===== src/rtl/tlbx_pkg.sv =====
package tlbx_pkg;
  localparam int VA_W       = 32;
  localparam int PAGE_SH    = 12;
  localparam int VPN_W      = VA_W - PAGE_SH;
  localparam int PFN_W      = 20;
  localparam int ASID_MAX_W = 7;
  localparam int PERM_W     = 3;
  localparam int SEC_LSB    = 22 - PAGE_SH;
  localparam int GRP_LSB    = 14 - PAGE_SH;
  localparam int CFG_HUM    = 29;
  localparam int CFG_RR     = 28;

  typedef struct packed {
    logic [ASID_MAX_W-1:0] asid;
    logic [VPN_W-1:0]      vpn;
    logic [PFN_W-1:0]      pfn;
    logic [PERM_W-1:0]     perm;
  } tlb_entry_t;

  typedef struct packed {
    logic                  en;
    logic                  any_va;
    logic                  sec;
    logic                  grp;
    logic                  asid_q;
    logic [ASID_MAX_W-1:0] asid;
    logic [VPN_W-1:0]      vpn;
  } flush_t;
endpackage


===== src/rtl/tlbx_flush_dec.sv =====
module tlbx_flush_dec import tlbx_pkg::*; #(
  parameter int ASID_W = 7
) (
  input  logic        flush_wr,
  input  logic [31:0] cmd,
  output flush_t      fl
);
  logic [ASID_W-1:0] asid_raw;
  logic              unused_cmd;

  generate
    if (ASID_W <= 2) begin : g_narrow
      assign asid_raw = cmd[29 +: ASID_W];
    end else begin : g_wide
      assign asid_raw = cmd[24 +: ASID_W];
    end
  endgenerate

  assign unused_cmd = ^cmd[30:20];

  always_comb begin
    fl                  = '0;
    fl.en               = flush_wr && (cmd[1:0] != 2'b01);
    fl.any_va           = (cmd[1:0] == 2'b00);
    fl.sec              = (cmd[1:0] == 2'b10);
    fl.grp              = (cmd[1:0] == 2'b11);
    fl.asid_q           = cmd[31];
    fl.asid[ASID_W-1:0] = asid_raw;
    fl.vpn              = cmd[VPN_W-1:0];
  end
endmodule


===== src/rtl/tlbx_line.sv =====
module tlbx_line import tlbx_pkg::*; (
  input  logic                  clk,
  input  logic                  rst_n,
  input  logic                  active,
  input  logic [ASID_MAX_W-1:0] lk_asid,
  input  logic [VPN_W-1:0]      lk_vpn,
  input  flush_t                fl,
  input  logic                  fill_we,
  input  tlb_entry_t            fill_ent,
  output logic                  lk_match,
  output logic                  valid_o,
  output tlb_entry_t            ent_o
);
  logic       valid_q, valid_d;
  logic       va_ok, asid_ok, kill;
  tlb_entry_t ent_q;
  logic       unused_fl;

  assign unused_fl = ^fl.vpn[GRP_LSB-1:0];

  always_comb begin
    va_ok   = fl.any_va
            | (fl.sec & (ent_q.vpn[VPN_W-1:SEC_LSB] == fl.vpn[VPN_W-1:SEC_LSB]))
            | (fl.grp & (ent_q.vpn[VPN_W-1:GRP_LSB] == fl.vpn[VPN_W-1:GRP_LSB]));
    asid_ok = !fl.asid_q | (ent_q.asid == fl.asid);
    kill    = fl.en & va_ok & asid_ok;
    valid_d = valid_q;
    if (kill)    valid_d = 1'b0;
    if (fill_we) valid_d = 1'b1;
    if (!active) valid_d = 1'b0;
  end

  always_ff @(posedge clk or negedge rst_n) begin
    if (!rst_n) valid_q <= 1'b0;
    else        valid_q <= valid_d;
  end

  always_ff @(posedge clk or negedge rst_n) begin
    if (!rst_n)       ent_q <= '0;
    else if (fill_we) ent_q <= fill_ent;
  end

  assign lk_match = active && valid_q && (ent_q.asid == lk_asid) && (ent_q.vpn == lk_vpn);
  assign valid_o  = valid_q;
  assign ent_o    = ent_q;


  flush_kill_chk: assert property (@(posedge clk) disable iff (!rst_n)
    (kill && !fill_we) |=> !valid_q);


  inactive_clear_chk: assert property (@(posedge clk) disable iff (!rst_n)
    !active |=> !valid_q);
endmodule


===== src/rtl/tlbx_victim.sv =====
module tlbx_victim #(
  parameter int LINES = 8,
  localparam int IDX_W = $clog2(LINES),
  localparam int CNT_W = $clog2(LINES + 1)
) (
  input  logic             clk,
  input  logic             rst_n,
  input  logic [LINES-1:0] valid_vec,
  input  logic [CNT_W-1:0] active_cnt,
  input  logic             rr_mode,
  input  logic             fill_fire,
  output logic [IDX_W-1:0] victim,
  output logic             can_fill
);
  logic [IDX_W-1:0] rr_q, rr_d, first_inv;
  logic [CNT_W-1:0] rr_next;

  always_comb begin
    first_inv = '0;
    for (int i = LINES - 1; i >= 0; i--) begin
      if ((CNT_W'(i) < active_cnt) && !valid_vec[i]) first_inv = IDX_W'(i);
    end
  end

  always_comb begin
    rr_next = CNT_W'(rr_q) + CNT_W'(1);
    rr_d    = rr_q;
    if (fill_fire && rr_mode) rr_d = (rr_next >= active_cnt) ? '0 : IDX_W'(rr_next);
  end

  always_ff @(posedge clk or negedge rst_n) begin
    if (!rst_n) rr_q <= '0;
    else        rr_q <= rr_d;
  end

  assign can_fill = (active_cnt != '0);
  assign victim   = rr_mode ? ((CNT_W'(rr_q) < active_cnt) ? rr_q : '0) : first_inv;


  victim_range_chk: assert property (@(posedge clk) disable iff (!rst_n)
    can_fill |-> (CNT_W'(victim) < active_cnt));
endmodule


===== src/rtl/asid_tlb.sv =====
module asid_tlb import tlbx_pkg::*; #(
  parameter int LINES      = 8,
  parameter int ASID_COUNT = 128,
  localparam int ASID_W = $clog2(ASID_COUNT),
  localparam int IDX_W  = $clog2(LINES),
  localparam int CNT_W  = $clog2(LINES + 1)
) (
  input  logic              clk,
  input  logic              rst_n,
  input  logic [31:0]       cfg_word,
  input  logic              lk_valid,
  input  logic [ASID_W-1:0] lk_asid,
  input  logic [31:0]       lk_vaddr,
  output logic              lk_hit,
  output logic              lk_miss,
  output logic              lk_stall,
  output logic [31:0]       lk_paddr,
  output logic [2:0]        lk_perm,
  output logic              fill_req_valid,
  output logic [ASID_W-1:0] fill_req_asid,
  output logic [19:0]       fill_req_vpn,
  input  logic              fill_valid,
  input  logic [ASID_W-1:0] fill_asid,
  input  logic [19:0]       fill_vpn,
  input  logic [19:0]       fill_pfn,
  input  logic [2:0]        fill_perm,
  input  logic              flush_wr,
  input  logic [31:0]       flush_cmd
);
  // reset: asserted asynchronously, released on a clock edge
  logic [1:0] rst_sync_q;
  logic       rst_i_n;

  always_ff @(posedge clk or negedge rst_n) begin
    if (!rst_n) rst_sync_q <= 2'b00;
    else        rst_sync_q <= {rst_sync_q[0], 1'b1};
  end
  assign rst_i_n = rst_sync_q[1];

  // configuration
  logic             hum_en, rr_mode, unused_cfg;
  logic [CNT_W-1:0] cnt_field, active_cnt;

  assign hum_en     = cfg_word[CFG_HUM];
  assign rr_mode    = cfg_word[CFG_RR];
  assign cnt_field  = cfg_word[CNT_W-1:0];
  assign active_cnt = (cnt_field > CNT_W'(LINES)) ? CNT_W'(LINES) : cnt_field;
  assign unused_cfg = ^{cfg_word[31:30], cfg_word[27:CNT_W]};

  // operand widening
  logic [ASID_MAX_W-1:0] lk_asid_x, fill_asid_x;
  tlb_entry_t            fill_ent;

  always_comb begin
    lk_asid_x                = '0;
    lk_asid_x[ASID_W-1:0]    = lk_asid;
    fill_asid_x              = '0;
    fill_asid_x[ASID_W-1:0]  = fill_asid;
    fill_ent                 = '{asid: fill_asid_x, vpn: fill_vpn, pfn: fill_pfn, perm: fill_perm};
  end

  // flush command decode
  flush_t fl;

  tlbx_flush_dec #(.ASID_W(ASID_W)) u_flush_dec (
    .flush_wr (flush_wr),
    .cmd      (flush_cmd),
    .fl       (fl)
  );

  // line array
  logic [LINES-1:0] line_active, hit_vec, valid_vec, dup_vec, fill_we;
  tlb_entry_t       ents [LINES];
  logic [IDX_W-1:0] victim, fill_line, dup_idx;
  logic             can_fill, fill_fire, dup_any;

  generate
    for (genvar g = 0; g < LINES; g++) begin : g_line
      assign line_active[g] = (CNT_W'(g) < active_cnt);
      assign dup_vec[g]     = line_active[g] && valid_vec[g]
                              && (ents[g].asid == fill_asid_x) && (ents[g].vpn == fill_vpn);
      assign fill_we[g]     = fill_fire && (fill_line == IDX_W'(g));

      tlbx_line u_line (
        .clk      (clk),
        .rst_n    (rst_i_n),
        .active   (line_active[g]),
        .lk_asid  (lk_asid_x),
        .lk_vpn   (lk_vaddr[31:PAGE_SH]),
        .fl       (fl),
        .fill_we  (fill_we[g]),
        .fill_ent (fill_ent),
        .lk_match (hit_vec[g]),
        .valid_o  (valid_vec[g]),
        .ent_o    (ents[g])
      );
    end
  endgenerate

  tlbx_victim #(.LINES(LINES)) u_victim (
    .clk        (clk),
    .rst_n      (rst_i_n),
    .valid_vec  (valid_vec),
    .active_cnt (active_cnt),
    .rr_mode    (rr_mode),
    .fill_fire  (fill_fire),
    .victim     (victim),
    .can_fill   (can_fill)
  );

  always_comb begin
    dup_idx = '0;
    for (int i = LINES - 1; i >= 0; i--) begin
      if (dup_vec[i]) dup_idx = IDX_W'(i);
    end
  end

  assign dup_any   = |dup_vec;
  assign fill_fire = fill_valid && can_fill;
  assign fill_line = dup_any ? dup_idx : victim;

  // lookup result select
  tlb_entry_t hit_ent;
  logic       served, hit_any;

  always_comb begin
    hit_ent = '0;
    for (int i = 0; i < LINES; i++) begin
      if (hit_vec[i]) hit_ent = hit_ent | ents[i];
    end
  end

  // miss tracking: next state
  logic              pend_q, pend_d;
  logic [ASID_W-1:0] req_asid_q, req_asid_d;
  logic [VPN_W-1:0]  req_vpn_q, req_vpn_d;
  logic              req_cap;

  assign lk_stall = pend_q && !hum_en;
  assign served   = lk_valid && !lk_stall;
  assign hit_any  = |hit_vec;
  assign lk_hit   = served && hit_any;
  assign lk_miss  = served && !hit_any;
  assign lk_paddr = lk_hit ? {hit_ent.pfn, lk_vaddr[PAGE_SH-1:0]} : '0;
  assign lk_perm  = lk_hit ? hit_ent.perm : '0;
  assign req_cap  = lk_miss && !pend_q;

  always_comb begin
    pend_d     = pend_q;
    req_asid_d = req_asid_q;
    req_vpn_d  = req_vpn_q;
    if (fill_valid) pend_d = 1'b0;
    if (req_cap) begin
      pend_d     = 1'b1;
      req_asid_d = lk_asid;
      req_vpn_d  = lk_vaddr[31:PAGE_SH];
    end
  end

  // miss tracking: registers
  always_ff @(posedge clk or negedge rst_i_n) begin
    if (!rst_i_n) begin
      pend_q     <= 1'b0;
      req_asid_q <= '0;
      req_vpn_q  <= '0;
    end else begin
      pend_q <= pend_d;
      if (req_cap) begin
        req_asid_q <= req_asid_d;
        req_vpn_q  <= req_vpn_d;
      end
    end
  end

  assign fill_req_valid = pend_q;
  assign fill_req_asid  = req_asid_q;
  assign fill_req_vpn   = req_vpn_q;


  hit_onehot_chk: assert property (@(posedge clk) disable iff (!rst_i_n)
    $onehot0(hit_vec));


  req_hold_chk: assert property (@(posedge clk) disable iff (!rst_i_n)
    (fill_req_valid && !fill_valid) |=> (fill_req_valid && $stable(fill_req_vpn) && $stable(fill_req_asid)));


  req_clear_chk: assert property (@(posedge clk) disable iff (!rst_i_n)
    (fill_req_valid && fill_valid) |=> !fill_req_valid);


  stall_quiet_chk: assert property (@(posedge clk) disable iff (!rst_i_n)
    lk_stall |-> (!lk_hit && !lk_miss));
endmodule


===== config.mk =====
export PLATFORM = sky130hd
export DESIGN_NAME = asid_tlb
export DESIGN_NICKNAME = d
export VERILOG_FILES = /design/src/rtl/tlbx_pkg.sv /design/src/rtl/tlbx_flush_dec.sv /design/src/rtl/tlbx_line.sv /design/src/rtl/tlbx_victim.sv /design/src/rtl/asid_tlb.sv
export SDC_FILE = /design/constraint.sdc
export NUM_CORES = 1
export LEC_CHECK = 0
export BUFFER_PORTS_ARGS = -buffer_cell sky130_fd_sc_hd__buf_2
export CAP_MARGIN = 25
export CORE_UTILIZATION = 55
export CTS_CLUSTER_DIAMETER = 120
export DETAILED_ROUTE_END_ITERATION = 6
export PLACE_DENSITY = 0.77
export SLEW_MARGIN = 0
export SYNTH_ARGS = -nofsm -noshare
export SYNTH_HDL_FRONTEND = slang
export SYNTH_SLANG_ARGS = --single-unit

===== constraint.sdc =====
create_clock -name clk -period 15.1 [get_ports clk]
set_clock_uncertainty 0.15 [all_clocks]
set_input_delay 0.755 -clock clk [delete_from_list [all_inputs] [get_ports clk]]
set_output_delay 0.755 -clock clk [all_outputs]
set_load 0.01 [all_outputs]

==> impl_metrics.json <==
{
  "status": "finished, final reports clean",
  "p_per_area_nw_per_um2": 186,
  "track_usage_pct": 38.6,
  "drtIter0Drc": 2040,
  "ant_nets": 0,
  "overflow": 0,
  "tightest_slew_ps": 1160,
  "cts_root_buf": "clkbuf_16",
  "finalCritPeriodShare_pct": 34.4,
  "end_kind": "output pin",
  "synthesis.nets": 2343,
  "fin_setup_tns_ps": 0,
  "avgViaCountPerCell": 6.48,
  "max-slew-margin-rel_pct": 21.7,
  "yosys_warnings": 0,
  "yosys_register_bits": 441,
  "rows": 78,
  "antenna_found_initial": 2,
  "yosys-top-cells-area": "dfrtp_1, mux2_2, xor2_1",
  "synth_top_area_share_pct": 43.1,
  "fin_util_pct": 62.3,
  "rsz0062_at_grt": "no",
  "cp_data_arrival_time_ps": 4280,
  "grt_pass1_vias": 18900,
  "start_util_pct": 56.0,
  "tritoncts": "yes",
  "wl_mm": 90.7,
  "fin_crit_ps": 5190,
  "synth_seq_area_share_pct": 43.1,
  "synth.most_common_cell": "dfrtp_1",
  "ioPinCount": 224,
  "critPathRequiredTime_ps": 14200,
  "cts.clk_slew.worst_paths_ps": 60,
  "avgRoutedWirePerCell_um": 31.1,
  "max_freq_mhz": 193,
  "port_buffers": 193,
  "grt_pass1_wl_mm": 131,
  "layout-drive-gt1-share_pct": 27.9,
  "syn_area_um2": 25600,
  "syn_to_final_growth_pct": 11.2,
  "clock_latency_ps": 630,
  "die_h_um": 218,
  "synthCells": 2177,
  "hp-class": "flop to flop",
  "dp_hpwl_mm": 60.0,
  "async_reset_ff_share_pct": 100,
  "htree_levels": 2,
  "leakage_nw": 12.3,
  "num-nets-final": 2440,
  "slew_violations": 0,
  "hold_ws_ps": 201,
  "die_w_um": 218,
  "synth_top_area_cell": "dfrtp_1",
  "core-area_um2": 45700,
  "ys_types": 57,
  "place_area_um2": 26700,
  "final_area_um2": 28500,
  "synth_edf_count": 0,
  "postSynthAreaPerCell_um2": 11.8,
  "drt_first_pass_iters": 5,
  "maxCapViolations": 0,
  "drc": 0,
  "ys_top_cells_by_count": "dfrtp_1, xor2_1, mux2_2",
  "startpoint_type": "flop",
  "grt_max_degree": 188,
  "path_class": "flop to output pin",
  "synth_ff_type": "dfrtp_1",
  "cts_buffers": 48,
  "worst-path-max-fanout": 24,
  "ir_worst_vdd_mv": 0.123,
  "cts_sinks": 441,
  "hold_viol": 0,
  "setup_viol": 0,
  "post_cts_resize_count": 0,
  "die_area_um2": 47400,
  "fill_cells": 3625,
  "place_congestion": 1.08,
  "clockBufferDepth": 3,
  "vias": 18900
}
-- area by class of cell --
class                   instances  area (µm²)  area share, %
clock buffers                  71        1430           5.02
clock inverters                16         295           1.04
well taps                     600         751           2.64
multi-input cells            1547       13700           48.0
flip-flops and latches        441       11000           38.8
repair buffers                226        1240           4.37
inverters                      10        37.5          0.132
diodes                          1        2.50        0.00879
-- registers in the layout (all words and copies together) (netlist names) --
register               cells
g_line.u_line.ent_o      400
fill_req_asid              7
fill_req_vpn              20
g_line.u_line.valid_o      8
rst_sync_q                 2
u_victim.rr_q              3
fill_req_valid             1
-- cell usage in the layout, fill, tap and decap left out, types with 8 or more instances in the layout --
cell type,n
dfrtp_1,440
nor4_1,91
clkbuf_1,9
nor2_1,9
clkbuf_16,48
a31oi_1,21
nand2_1,32
a22oi_1,38
xnor2_1,312
nand4_1,90
buf_4,28
mux2_2,319
buf_2,195
inv_1,10
ha_1,8
clkbuf_8,14
nand3_1,19
xor2_1,321
a21oi_1,13
a22o_1,22
o21ai_0,17
a221oi_1,29
mux2_1,108
and2_1,13
-- cell families after synthesis --
logic type | synth area share, %
flops | 43.1
mux | 18.8
other cells | 0.0147
simple gates | 6.99
buf+inv | 3.83
fa+ha+maj | 0.391
compound gates | 5.21
xor+xnor | 21.7
-- timing repair --
action / in CTS / in global routing
buffers inserted: 0 / 0
hold buffers: 1 / 0
endpoints found under the hold margin: 2 / 0
setup endpoints to repair: 0 / 0
-- per-stage QoR --
stage | cells | total power, mW | setup slack, ps
detailed placement | 2820 | 3.97 | 9470
global placement | 2820 | 3.89 | 9470
CTS | 2908 | 5.26 | 9940
global route | 2911 | 5.51 | 9780
finish | 2912 | 5.29 | 9910
floorplan | 2177 | 3.42 | 1750
-- critical path, cell delays in order (launching register included) --
cell,delay [ps]
dfrtp_1,450
xor2_1,180
nor4_1,480
nand4_1,180
or4_1,620
nor4_4,160
buf_4,400
nor4_1,120
nand2_1,140
nand3_1,90
buf_4,250
inv_1,250
and2_1,170
buf_2,130
-- layer usage --
layer,wire length [µm],global-route usage (%)
met1,35400,51.7
met2,40500,58.8
met3,9460,8.56
met4,5290,19.8
met5,12,0
-- report_power, final --
part	switching (mW)	internal [mW]
Clock	0.510	0.761
Combinational	0.755	0.908
Sequential	0.668	1.69
-- final timing paths --
check	from	end	slack (ps)	depth (start not counted)
max in group asynchronous	rst_sync_q[1]$_DFF_PN0_	g_line[2].u_line.ent_o[0]$_DFFE_PN0P_	12220	2
max reg2reg	g_line[4].u_line.valid_o$_DFFE_PN0P_	g_line[5].u_line.ent_o[16]$_DFFE_PN0P_	10580	9
max	g_line[4].u_line.ent_o[25]$_DFFE_PN0P_	lk_paddr[7]	9910	13
min	rst_sync_q[0]$_DFF_PN0_	rst_sync_q[1]$_DFF_PN0_	200	0
min in group asynchronous	rst_sync_q[1]$_DFF_PN0_	g_line[4].u_line.ent_o[33]$_DFFE_PN0P_	230	0
min reg2reg	rst_sync_q[0]$_DFF_PN0_	rst_sync_q[1]$_DFF_PN0_	200	0
No activity file was read; power rests on OpenSTA's default activity.
